--- config.mk ---
export PLATFORM = sky130hd
export DESIGN_NAME = spi_wiper_core
export DESIGN_NICKNAME = d
export VERILOG_FILES = /design/src/rtl/spi_wiper_core.sv
export SDC_FILE = /design/constraint.sdc
export NUM_CORES = 1
export LEC_CHECK = 0
export ABC_AREA = 1
export BUFFER_PORTS_ARGS = -buffer_cell sky130_fd_sc_hd__buf_2
export CORE_MARGIN = 3
export CORE_UTILIZATION = 50
export CTS_BUF_LIST = sky130_fd_sc_hd__clkbuf_8
export CTS_CLUSTER_SIZE = 30
export DETAILED_ROUTE_END_ITERATION = 8
export PLACE_DENSITY = 0.85
export REMOVE_ABC_BUFFERS = 1
export SYNTH_ARGS = -nofsm -noshare
export SYNTH_HDL_FRONTEND = slang
export SYNTH_SLANG_ARGS = --single-unit
--- constraint.sdc ---
create_clock -name clk -period 3.6 [get_ports clk]
set_input_delay 0.36 -clock clk [delete_from_list [all_inputs] [get_ports clk]]
set_output_delay 0.36 -clock clk [all_outputs]
set_load 0.02 [all_outputs]
--- src/rtl/spi_wiper_core.sv ---
module spi_wiper_core #(
  parameter int CODE_W = 8,
  parameter int BUSY_CYCLES = 2_500_000,
  parameter logic [CODE_W-1:0] NV_BLANK = {1'b1, {(CODE_W-1){1'b0}}}
) (
  input  logic              clk,
  input  logic              rst_n,
  input  logic              spi_sclk,
  input  logic              spi_cs_n,
  input  logic              spi_sdi,
  output logic              spi_sdo,
  output logic              spi_sdo_en,
  output logic [(1<<CODE_W)-1:0] tap_sel,
  output logic              nv_busy
);
  localparam int TAPS       = 1 << CODE_W;
  localparam int CMD_W      = 8;
  localparam int FRAME_BITS = CMD_W + CODE_W;
  localparam int CNT_MAX    = FRAME_BITS + 1;
  localparam int CNT_W      = $clog2(CNT_MAX + 1);
  localparam int BW         = $clog2(BUSY_CYCLES + 1);
  localparam logic [CMD_W-1:0] OP_WRITE = 8'h01;
  localparam logic [CMD_W-1:0] OP_SAVE  = 8'h02;
  localparam logic [CMD_W-1:0] OP_READ  = 8'h03;

  logic [2:0] sclk_q, cs_q;
  logic [1:0] sdi_q;
  logic [FRAME_BITS-1:0] sh;
  logic [CNT_W-1:0] cnt;
  logic [CODE_W:0] out_sh;
  logic [CODE_W-1:0] wiper;
  logic [CODE_W-1:0] nv_cell = NV_BLANK;
  logic [BW-1:0] bcnt;

  wire sclk_rise = sclk_q[1] & ~sclk_q[2];
  wire cs_active = ~cs_q[1];
  wire frame_end = cs_q[1] & ~cs_q[2];
  wire bit_in    = sdi_q[1];
  wire [CMD_W-1:0] cmd_now = {sh[CMD_W-2:0], bit_in};
  wire [CMD_W-1:0] fr_cmd  = sh[FRAME_BITS-1 -: CMD_W];
  wire fr_ok = frame_end && (cnt == CNT_W'(FRAME_BITS)) && !nv_busy;

  assign nv_busy = (bcnt != '0);
  assign spi_sdo = out_sh[CODE_W];
  assign tap_sel = TAPS'(1) << wiper;

  always_ff @(posedge clk) begin
    if (!rst_n) begin
      sclk_q <= 3'b000;
      cs_q   <= 3'b111;
      sdi_q  <= 2'b00;
    end else begin
      sclk_q <= {sclk_q[1:0], spi_sclk};
      cs_q   <= {cs_q[1:0], spi_cs_n};
      sdi_q  <= {sdi_q[0], spi_sdi};
    end
  end

  always_ff @(posedge clk) begin
    if (!rst_n) begin
      sh <= '0;
      cnt <= '0;
      out_sh <= '0;
      spi_sdo_en <= 1'b0;
    end else if (!cs_active) begin
      cnt <= '0;
      spi_sdo_en <= 1'b0;
    end else if (sclk_rise) begin
      sh <= {sh[FRAME_BITS-2:0], bit_in};
      if (cnt != CNT_W'(CNT_MAX)) cnt <= cnt + 1'b1;
      if (cnt == CNT_W'(CMD_W-1) && cmd_now == OP_READ) begin
        spi_sdo_en <= 1'b1;
        out_sh <= {nv_busy, wiper};
      end else if (spi_sdo_en) begin
        out_sh <= {out_sh[CODE_W-1:0], 1'b0};
      end
    end
  end

  always_ff @(posedge clk) begin
    if (!rst_n) begin
      wiper <= nv_cell;
      bcnt  <= '0;
    end else begin
      if (fr_ok && fr_cmd == OP_WRITE) wiper <= sh[CODE_W-1:0];
      if (fr_ok && fr_cmd == OP_SAVE) bcnt <= BW'(BUSY_CYCLES);
      else if (nv_busy) bcnt <= bcnt - BW'(1);
    end
  end

  always_ff @(posedge clk) begin
    if (rst_n && fr_ok && fr_cmd == OP_SAVE) nv_cell <= wiper;
  end

  a_r1_one_tap: assert property (@(posedge clk) disable iff (!rst_n)
    $countones(tap_sel) == 1);
  a_r2_latch_waits_frame: assert property (@(posedge clk) disable iff (!rst_n)
    !frame_end |=> $stable(wiper));
  a_r6_busy_freezes: assert property (@(posedge clk) disable iff (!rst_n)
    (nv_busy && frame_end) |=> ($stable(wiper) && $stable(nv_cell)));
  a_r5_save_starts_busy: assert property (@(posedge clk) disable iff (!rst_n)
    $rose(nv_busy) |-> (nv_cell == $past(wiper)));
  a_r7_sdo_released: assert property (@(posedge clk) disable iff (!rst_n)
    cs_q[2] |-> !spi_sdo_en);
endmodule

==> metrics.md, run 1 <==
| Metric | Value |
|---|---|
| Hold buffer count at CTS | `0` |
| Initial antenna violation count | `0` |
| Initial Util | `52.1%` |
| Pwr dens | `468 mW/mm^2` |
| Worst-path clk slew | `0.09 ns` |
| H-tree depth | `3` |
| Lkg Pwr | `0.00377 uW` |
| Mapped cell area | `0.00578 mm^2` |
| Largest area contributor in the netlist | `dfxtp_1` |
| Wl on met1 | `9.30 mm` |
| Pins over their slew limit | `0` |
| DRT Pass-1 Iters | `5` |
| Synthesized-area fraction occupied by adder cells | `1.08%` |
| EDFF count, synth | `16` |
| Grt ovf | `0` |
| Setup TNS | `0 ns` |
| Cells after Synth | `947` |
| Met3 Routed Length | `2.43 mm` |
| Critical path startpoint category | `register` |
| Req. time, crit path | `3.24 ns` |
| Total GRT Usage | `31.5%` |
| Row count | `38` |
| Reg2reg path depth | `8` |
| Clock root buffer | `clkbuf_8` |
| Hpwl dp | `16.0 mm` |
| Peak VDD IR | `0.000456 V` |
| CP max stage delay | `0.71 ns` |
| Clk_lat worst skew | `0.35 ns` |
| Routed wl met2 | `9.45 mm` |
| Reg2reg end | `nv_cell[7]$_DFFE_PP_` |
| Worst Hold End | `sclk_q[0]$_SDFF_PN0_` |
| Crit path max-delay family | `simple AND/OR/NAND/NOR gates` |
| DRT Wirelength | `21.9 mm` |
| ANT nets after route | `0` |
| Worst Path Buf+Inv | `2` |
| WL per Instance | `16.9 um` |
| Setup WS pre-CTS | `1.09 ns` |
| DRC | `0` |
| CP endpoint kind | `output port` |
| Hold Path Origin | `spi_sclk` |
| Vias in the first global route | `6159` |
| Pin count of the biggest net entering global routing | `72` |
| Total Power | `3390 uW` |
| CTS tree | `done` |
| Die width | `113 um` |
| Avg Inst Size Synth | `6.10 um^2` |
| Syn-to-layout area delta | `25.5%` |
| Register bit total from synthesis | `77` |
| Resized cells post-CTS | `0` |
| Main combinational cell family by area after synthesis | `simple AND/OR/NAND/NOR gates` |
| Max transition margin | `40.5%` |
| Starting DRT DRC Count | `1353` |
| Synth async-reset ratio | `0%` |
| Max Used Layer | `met4` |
| Chip Height | `113 um` |
| Crit path kind | `reg2out` |
| Post-CTS Setup Inserts | `0` |
| RSZ-0062 raised after global routing | `false` |
| Main synth FF type | `dfxtp_1` |
| Synth area leaders | `dfxtp_1 21%, nor2_1 20%, nand4_1 11%, edfxtp_1 8.3%, nand2_1 6.0%` |
| HP Class | `in2reg` |
| Endpoints failing setup | `0` |
| Critical-path cell list | `inv_2 > nor2_1 > nand4_1 > nor2_1 > buf_2` |
| Multiplexer area fraction after synthesis | `0%` |
| Clk_skew | `0.0129 ns` |
| Count of different cell masters after synthesis | `35` |
| Synth top area share | `21.1%` |
| IO buf count | `263` |
| Fmax | `325 MHz` |
| Logic pwr share | `45.4%` |
| Reg2Reg Setup Slack | `1.50 ns` |
| Global-route wire length before repair | `33.1 mm` |
| Sink Count | `77` |
| Vias per cell | `5.75` |
| XOR/XNOR Fraction of Synth Area | `1.21%` |
| CTS max path bufs | `2` |
| Hold Crit Depth | `3` |
| Sw frac | `43.4%` |
| Max_cap viols | `0` |
| YS warnings | `0` |
| Routed vias | `7461` |
| Share of layout cells above drive strength 1 | `30.0%` |
| Crit path arrival time | `2.72 ns` |
| Diode count | `0` |
| Final nets | `1162` |
| Die area | `0.0129 mm^2` |
| CTS Buf Count | `9` |
| R2R Path Start | `bcnt[0]$_SDFFE_PP0P_` |
| Seq pwr share | `33.3%` |
| Core Box Area | `0.0111 mm^2` |
| Synth Area in Compound Gates | `6.11%` |
| Net Switching | `1470 uW` |
| RD Place Congestion | `0.965` |
| Critical path's most frequent cell | `nor2_1` |
| Final Hold Vio Count | `0` |
| Min cycle time layout | `3.08 ns` |
| Register area share after synthesis | `29.5%` |
| Max FO, Critical Path | `14` |
| Clk pwr share | `21.3%` |
| Period Utilization, post-route | `85.5%` |
| Slew @ Worst Pin | `0.893 ns` |
| Worst Slack Setup Final | `0.524 ns` |
| Status | `complete, no violations` |
| Simple-gate portion of the synthesized area | `51.8%` |
| Top-Level Pins | `264` |
| CP max-delay cell | `edfxtp_1` |
| Internal Power | `1920 uW` |
-- through the flow --
stage | util (%) | instance area (um^2) | hold slack, ns | cells
2_1_floorplan | - | 5430 | 0.390 | 866
3_3_place_gp | 63.4 | 7030 | 0.395 | 1281
3_5_place_dp | 63.4 | 7030 | 0.400 | 1281
4_1_cts | 65.4 | 7250 | 0.193 | 1297
5_1_grt | 65.4 | 7250 | 0.203 | 1297
6_report | 65.4 | 7250 | 0.201 | 1297
-- power groups by stage --
| stage | Clock, uW | Sequential (uW) | Combinational (uW) |
|---|---|---|---|
| detailed placement | 0 | 1140 | 1520 |
| finish | 721 | 1130 | 1540 |
| CTS | 728 | 1130 | 1530 |
| global placement | 0 | 1140 | 1480 |
| floorplan | 0 | 1140 | 1220 |
| global route | 758 | 1140 | 1720 |
-- cells in the mapped netlist, drive strengths merged (2+ instances only) --
| master | count |
|---|---|
| or2 | 6 |
| o21ai | 36 |
| xor2 | 2 |
| nor2 | 334 |
| a21oi | 33 |
| nand2 | 102 |
| ha | 5 |
| nor3b | 2 |
| buf | 32 |
| nor3 | 22 |
| edfxtp | 16 |
| inv | 67 |
| clkbuf | 49 |
| dfxtp | 61 |
| nand4 | 104 |
| xnor2 | 6 |
| nand3 | 65 |
-- flip-flops by register name, indices dropped and copies added (netlist names) --
register    flops
out_sh          9
cs_q            3
cnt             5
nv_cell         8
sdi_q           2
sh             16
wiper           8
sclk_q          3
spi_sdo_en      1
bcnt           22
-- cell usage in the layout, fill, tap and decap left out, drive strengths merged --
cell type	count
a21oi	33
and2	1
and3	1
buf	275
bufinv	2
clkbuf	9
clkinv	2
clkinvlp	2
dfxtp	61
edfxtp	16
ha	5
inv	69
nand2	102
nand3	65
nand4	104
nor2	334
nor3	22
nor3b	2
nor4	1
o21ai	36
o21bai	1
or2	6
xnor2	6
xor2	2
-- routing by layer --
metal	global-route usage [%]	vias up
li1	-	3527
met1	46.9	3371
met3	5.20	55
met2	46.2	508
met5	0	-
met4	10.1	0
-- worst max path at each step --
stage	startpoint	end	cells past startpoint
4_1_cts	wiper[3]$_DFFE_PP_	tap_sel[206]	5
6_report	wiper[3]$_DFFE_PP_	tap_sel[222]	5
5_1_grt	wiper[3]$_DFFE_PP_	tap_sel[206]	5
3_5_place_dp	wiper[3]$_DFFE_PP_	tap_sel[206]	5
3_3_place_gp	wiper[3]$_DFFE_PP_	tap_sel[206]	5
2_1_floorplan	wiper[7]$_DFFE_PP_	tap_sel[139]	2
-- worst register-to-register path: cells and delay by family, from the launching register on --
kind / cells / cell delay (ns)
simple gates: 6 / 1.11
buf+inv: 1 / 0.11
flops: 1 / 0.32
fa+ha+maj: 1 / 0.20
-- cell type report --
cell class / count / area [um^2]
fill: 1030 / 3830
multi-input combinational: 721 / 3470
sequential: 77 / 1700
timing repair buffer: 275 / 1420
inverter: 68 / 258
tap: 140 / 175
clock buffer: 9 / 124
clock inverter: 7 / 97.6
-- logic make-up after synthesis --
logic type / after synthesis
flip-flops: 77
AND/OR/NAND/NOR: 638
XOR/XNOR: 8
adder cells (fa/ha/maj): 5
AO/OA/AOI/OAI: 70
buffers and inverters: 149
(Power assumes the default switching activity.)
==> run 2: changes to the inputs <==
GPL_TIMING_DRIVEN = 0   (was not set)
==> metrics.md, run 2 (synthesis gave the netlist of run 1 again) <==
| Metric | Value |
|---|---|
| Status | `complete, no violations` |
| Post-CTS Setup Inserts | `0` |
| Setup TNS | `0 ns` |
| Vias per cell | `5.69` |
| Initial Util | `52.1%` |
| Diode count | `0` |
| Leading cell type in the layout, fill and taps excluded | `nor2_1` |
| CTS Buf Count | `9` |
| Max FFs per register | `22` |
| Pwr dens | `457 mW/mm^2` |
| Initial antenna violation count | `0` |
| DRC | `0` |
| Area occupied by multi-input gates | `0.00347 mm^2` |
| Reg2Reg Setup Slack | `1.14 ns` |
| Hpwl dp | `16.1 mm` |
| Row count | `38` |
| Max transition margin | `17.7%` |
| CTS tree | `done` |
| Max_cap viols | `0` |
| CP max-delay cell | `edfxtp_1` |
| Routed vias | `7365` |
| Final Hold Vio Count | `0` |
| Top Registers | `bcnt x22, sh x16, out_sh x9` |
| Die area | `0.0129 mm^2` |
| WL per Instance | `16.8 um` |
| FILL cells | `1072` |
| Crit path kind | `reg2out` |
| Share of layout cells above drive strength 1 | `29.9%` |
| Slew @ Worst Pin | `1.22 ns` |
| H-tree depth | `3` |
| Req. time, crit path | `3.24 ns` |
| Storage element area | `0.00170 mm^2` |
| Period Utilization, post-route | `89.4%` |
| IO buf count | `263` |
| Grt ovf | `0` |
| Syn-to-layout area delta | `28.6%` |
| Reg2reg end | `wiper[7]$_DFFE_PP_` |
| Die width | `113 um` |
| Most frequent cells in the layout | `306 x nor2_1, 263 x buf_2, 104 x nand4_1` |
| Crit path arrival time | `2.86 ns` |
| Core Box Area | `0.0111 mm^2` |
| Hold Crit Depth | `3` |
| Min cycle time layout | `3.22 ns` |
| Clk_skew | `0.0132 ns` |
| Critical path startpoint category | `register` |
| Crit path max-delay family | `flip-flops` |
| Clock root buffer | `clkbuf_8` |
| Final Non-Filler Cells | `1295` |
| Endpoints failing setup | `0` |
| Top reg by flops | `bcnt` |
| Hold Path Origin | `spi_sclk` |
| Lkg Pwr | `0.00384 uW` |
| Global-route wire length before repair | `33.3 mm` |
| Worst Path Buf+Inv | `2` |
| CP endpoint kind | `output port` |
| Reg2reg path depth | `8` |
| Final nets | `1160` |
| DRT Pass-1 Iters | `6` |
| RD Place Congestion | `0.916` |
| Chip Height | `113 um` |
| CTS max path bufs | `2` |
| Critical-path cell list | `inv_2 > nor2_1 > nand3_1 > nor2_1 > buf_2` |
| Starting DRT DRC Count | `1089` |
| ANT nets after route | `0` |
| HP Class | `in2reg` |
| Hold buffer count at CTS | `0` |
| Peak VDD IR | `0.000324 V` |
| Fmax | `311 MHz` |
| Pins over their slew limit | `0` |
| Core Util, Final | `67.0%` |
| RSZ-0062 raised after global routing | `false` |
| Top-Level Pins | `264` |
| R2R Path Start | `bcnt[0]$_SDFFE_PP0P_` |
| DRT Wirelength | `21.8 mm` |
| Placed Instances | `1279` |
| Clk_lat worst skew | `0.35 ns` |
| Worst-path clk slew | `0.08 ns` |
| Worst Hold End | `sclk_q[0]$_SDFF_PN0_` |
| Critical path's most frequent cell | `nor2_1` |
| Total GRT Usage | `31.9%` |
| Pin count of the biggest net entering global routing | `70` |
| Vias in the first global route | `6318` |
| CP max stage delay | `0.92 ns` |
| Max FO, Critical Path | `51` |
| Sink Count | `77` |
[run 2: cell types whose count changed in the layout (fill, tap and decap cells not counted), sizes merged]
cell      previous run  this run
clkbuf               9        12
buf                275       273
bufinv               2         1
clkinvlp             2         1
inv                 69        68
[run 2: what timing repair did]
item | CTS | global route
setup endpoints to repair | 0 | 128
gates resized for setup | 0 | 3
hold endpoints to repair | 0 | 0
[run 2: layer usage]
layer | part of all wire (%) | track usage [%] | wire [um] | vias up
met4 | 4.1 | 12.9 | 899 | 0
met3 | 11 | 8.65 | 2340 | 68
li1 | - | - | - | 3527
met5 | 0 | 0 | 0 | -
met2 | 43 | 46.4 | 9430 | 426
met1 | 42 | 44.7 | 9120 | 3344
[run 2: worst max-delay path by stage]
stage,start,endpoint,slack (ns),cells after the start
6_report,wiper[4]$_DFFE_PP_,tap_sel[88],0.38,5
5_1_grt,wiper[4]$_DFFE_PP_,tap_sel[88],0.18,5
3_5_place_dp,wiper[6]$_DFFE_PP_,tap_sel[91],0.41,3
2_1_floorplan,wiper[7]$_DFFE_PP_,tap_sel[139],-2.25,2
3_3_place_gp,wiper[7]$_DFFE_PP_,tap_sel[179],-4.43,3
4_1_cts,wiper[6]$_DFFE_PP_,tap_sel[91],0.02,3
[run 2: stage by stage]
step	total power, uW	instance area [um^2]	setup slack (ns)	hold WS, ns
final	3390	7430	0.380	0.190
after global routing	3650	7430	0.181	0.204
after CTS	3380	7420	0.0208	0.183
after detailed placement	2680	7200	0.409	0.400
after global placement	2610	6920	-4.43	0.397
after floorplan	2370	5430	-2.25	0.390
[run 2: cell type report]
cell class / count / share of cell area [%]
sequential: 77 / 22.9
multi-input combinational: 721 / 46.8
inverter: 68 / 3.54
clock inverter: 4 / 0.741
clock buffer: 12 / 2.22
tap: 140 / 2.36
timing repair buffer: 273 / 21.4
[run 2: where the power goes]
group	internal, uW	total (uW)	switching [uW]
clock	380	704	324
combinational	545	1550	1000
sequential	1000	1140	139
total	1930	3390	1460
[run 2: tightest hold or removal path, delay by kind of cell]
kind                   cells  cell delay (ns)
and+or+nand+nor            1             0.04
buffers and inverters      2             0.11
==> run 3: changes to the inputs <==
CORE_ASPECT_RATIO = 2   (was not set)
CORE_UTILIZATION = 44   (was 50)
PLACE_DENSITY = 0.79   (was 0.85)
TNS_END_PERCENT = 1   (was not set)
clock period = 2.7 ns   (was 3.6 ns; I/O delays follow)
==> metrics.md, run 3 (synthesis gave the netlist of run 1 again) <==
| Metric | Value |
|---|---|
| Worst Slack Setup Final | `0.107 ns` |
| Clk_lat worst skew | `0.35 ns` |
| Hold WS | `0.104 ns` |
| CP endpoint kind | `output port` |
| Hold Path Origin | `spi_sclk` |
| Setup WS pre-CTS | `-0.128 ns` |
| RSZ-0062 raised after global routing | `true` |
| DRT Wirelength | `21.3 mm` |
| CTS Buf Count | `9` |
| Worst-path clk slew | `0.07 ns` |
| ANT nets after route | `0` |
| R2R Path Start | `cnt[0]$_SDFFE_PP0P_` |
| Top Registers | `bcnt x22, sh x16, out_sh x9` |
| Share of layout cells above drive strength 1 | `30.4%` |
| Fmax | `386 MHz` |
| Crit path kind | `reg2out` |
| Final non-filler cell area | `0.00747 mm^2` |
| Final Hold Vio Count | `0` |
| DRC | `0` |
| Max transition margin | `19.6%` |
| Peak VDD IR | `0.000899 V` |
| Core Util, Final | `58.8%` |
| Pwr dens | `597 mW/mm^2` |
| CP max-delay cell | `edfxtp_1` |
| CP max stage delay | `0.68 ns` |
| RD Place Congestion | `0.972` |
| Grt ovf | `0` |
| Diode count | `0` |
| Pin count of the biggest net entering global routing | `94` |
| Most frequent cells in the layout | `301 x nor2_1, 263 x buf_2, 104 x nand4_1` |
| Reg2reg path depth | `6` |
| Chip Height | `168 um` |
| Slew @ Worst Pin | `1.19 ns` |
| Critical-path cell list | `buf_16 > clkinv_8 > nand4_1 > nor3_1 > buf_2` |
| CTS max path bufs | `2` |
| Vias in the first global route | `6122` |
| HP Class | `in2reg` |
| Die area | `0.0146 mm^2` |
| Status | `complete, no violations` |
| Starting DRT DRC Count | `469` |
| Hpwl dp | `16.0 mm` |
| Initial Util | `45.5%` |
| Core Box Area | `0.0127 mm^2` |
| Reg2reg end | `wiper[6]$_DFFE_PP_` |
| Leading cell type in the layout, fill and taps excluded | `nor2_1` |
| IO buf count | `263` |
| Die width | `87.0 um` |
| Initial antenna violation count | `0` |
| Lkg Pwr | `0.00385 uW` |
| Period Utilization, post-route | `96.0%` |
| Critical path startpoint category | `register` |
| Placed inst area | `0.00720 mm^2` |
| Max FO, Critical Path | `63` |
| Req. time, crit path | `2.43 ns` |
| Top reg by flops | `bcnt` |
| H-tree depth | `3` |
| Syn-to-layout area delta | `29.3%` |
| Routed vias | `7134` |
| Max FFs per register | `22` |
| Vias per cell | `5.45` |
| Hold Crit Depth | `3` |
| Worst Hold End | `sclk_q[0]$_SDFF_PN0_` |
| Endpoints failing setup | `0` |
| WL per Instance | `16.3 um` |
| Final nets | `1163` |
| Hold buffer count at CTS | `0` |
| Row count | `58` |
| Min cycle time layout | `2.59 ns` |
| CTS tree | `done` |
| Reg2Reg Setup Slack | `0.27 ns` |
| Crit path arrival time | `2.32 ns` |
| Clock root buffer | `clkbuf_8` |
| Top-Level Pins | `264` |
| Sink Count | `77` |
| Clk_skew | `0.00704 ns` |
| Max_cap viols | `0` |
| Global-route wire length before repair | `32.3 mm` |
| Total GRT Usage | `27.6%` |
| Pins over their slew limit | `0` |
| DRT Pass-1 Iters | `6` |
[run 3: changes by cell type in the layout (fill, tap and decap cells not counted), moves of 2 or more]
cell,delta
nor2_1,-5
inv_8,+2
clkinv_4,-2
inv_4,-2
clkinv_2,+2
buf_4,+3
nor2_2,+5
[run 3: cell type report]
class	instances	area, um^2
Tap cell	150	188
Sequential cell	77	1700
Multi-Input combinational cell	721	3490
Clock buffer	11	151
Timing Repair Buffer	276	1600
Inverter	68	285
Clock inverter	5	51.3
Fill cell	1233	5230
[run 3: critical path, delay by kind of cell (launching register included)]
family | cells | cell delay, ns
AND/OR/NAND/NOR | 2 | 0.52
buffers and inverters | 3 | 0.73
flip-flops | 1 | 0.68
[run 3: metal layers]
metal	track usage, %	up-vias	part of all wire (%)
met1	30.4	3244	35
met5	0	-	0
met2	46.5	316	49
met4	10.9	0	3.4
met3	11.2	43	12
li1	-	3531	-
[run 3: stage by stage]
stage	total power [uW]	TNS, ns	std cells
6_report	4460	0	1308
4_1_cts	4470	-0.00404	1307
3_3_place_gp	3500	-848.39	1279
3_5_place_dp	3580	-0.907	1289
5_1_grt	4780	-0.0920	1308
2_1_floorplan	3160	-462.57	866
[run 3: how the worst max path moves through the flow]
| stage | from | slack [ns] | endpoint |
|---|---|---|---|
| floorplan | wiper[7]$_DFFE_PP_ | -3.06 | tap_sel[139] |
| global placement | wiper[7]$_DFFE_PP_ | -4.91 | tap_sel[155] |
| global route | wiper[3]$_DFFE_PP_ | -0.03 | tap_sel[64] |
| detailed placement | wiper[5]$_DFFE_PP_ | -0.13 | tap_sel[27] |
| finish | wiper[5]$_DFFE_PP_ | 0.11 | tap_sel[27] |
| CTS | wiper[4]$_DFFE_PP_ | -0.004 | tap_sel[48] |
[run 3: timing repair]
item | CTS | global route
buffers inserted | 2 | 1
pin swaps | 0 | 1
gates resized for setup | 8 | 6
setup endpoints to repair | 238 | 92
[run 3: report_power, final]
group	total [uW]	switching [uW]	internal, uW
registers	1520	183	1330
clock network	879	408	471
logic	2060	1330	729
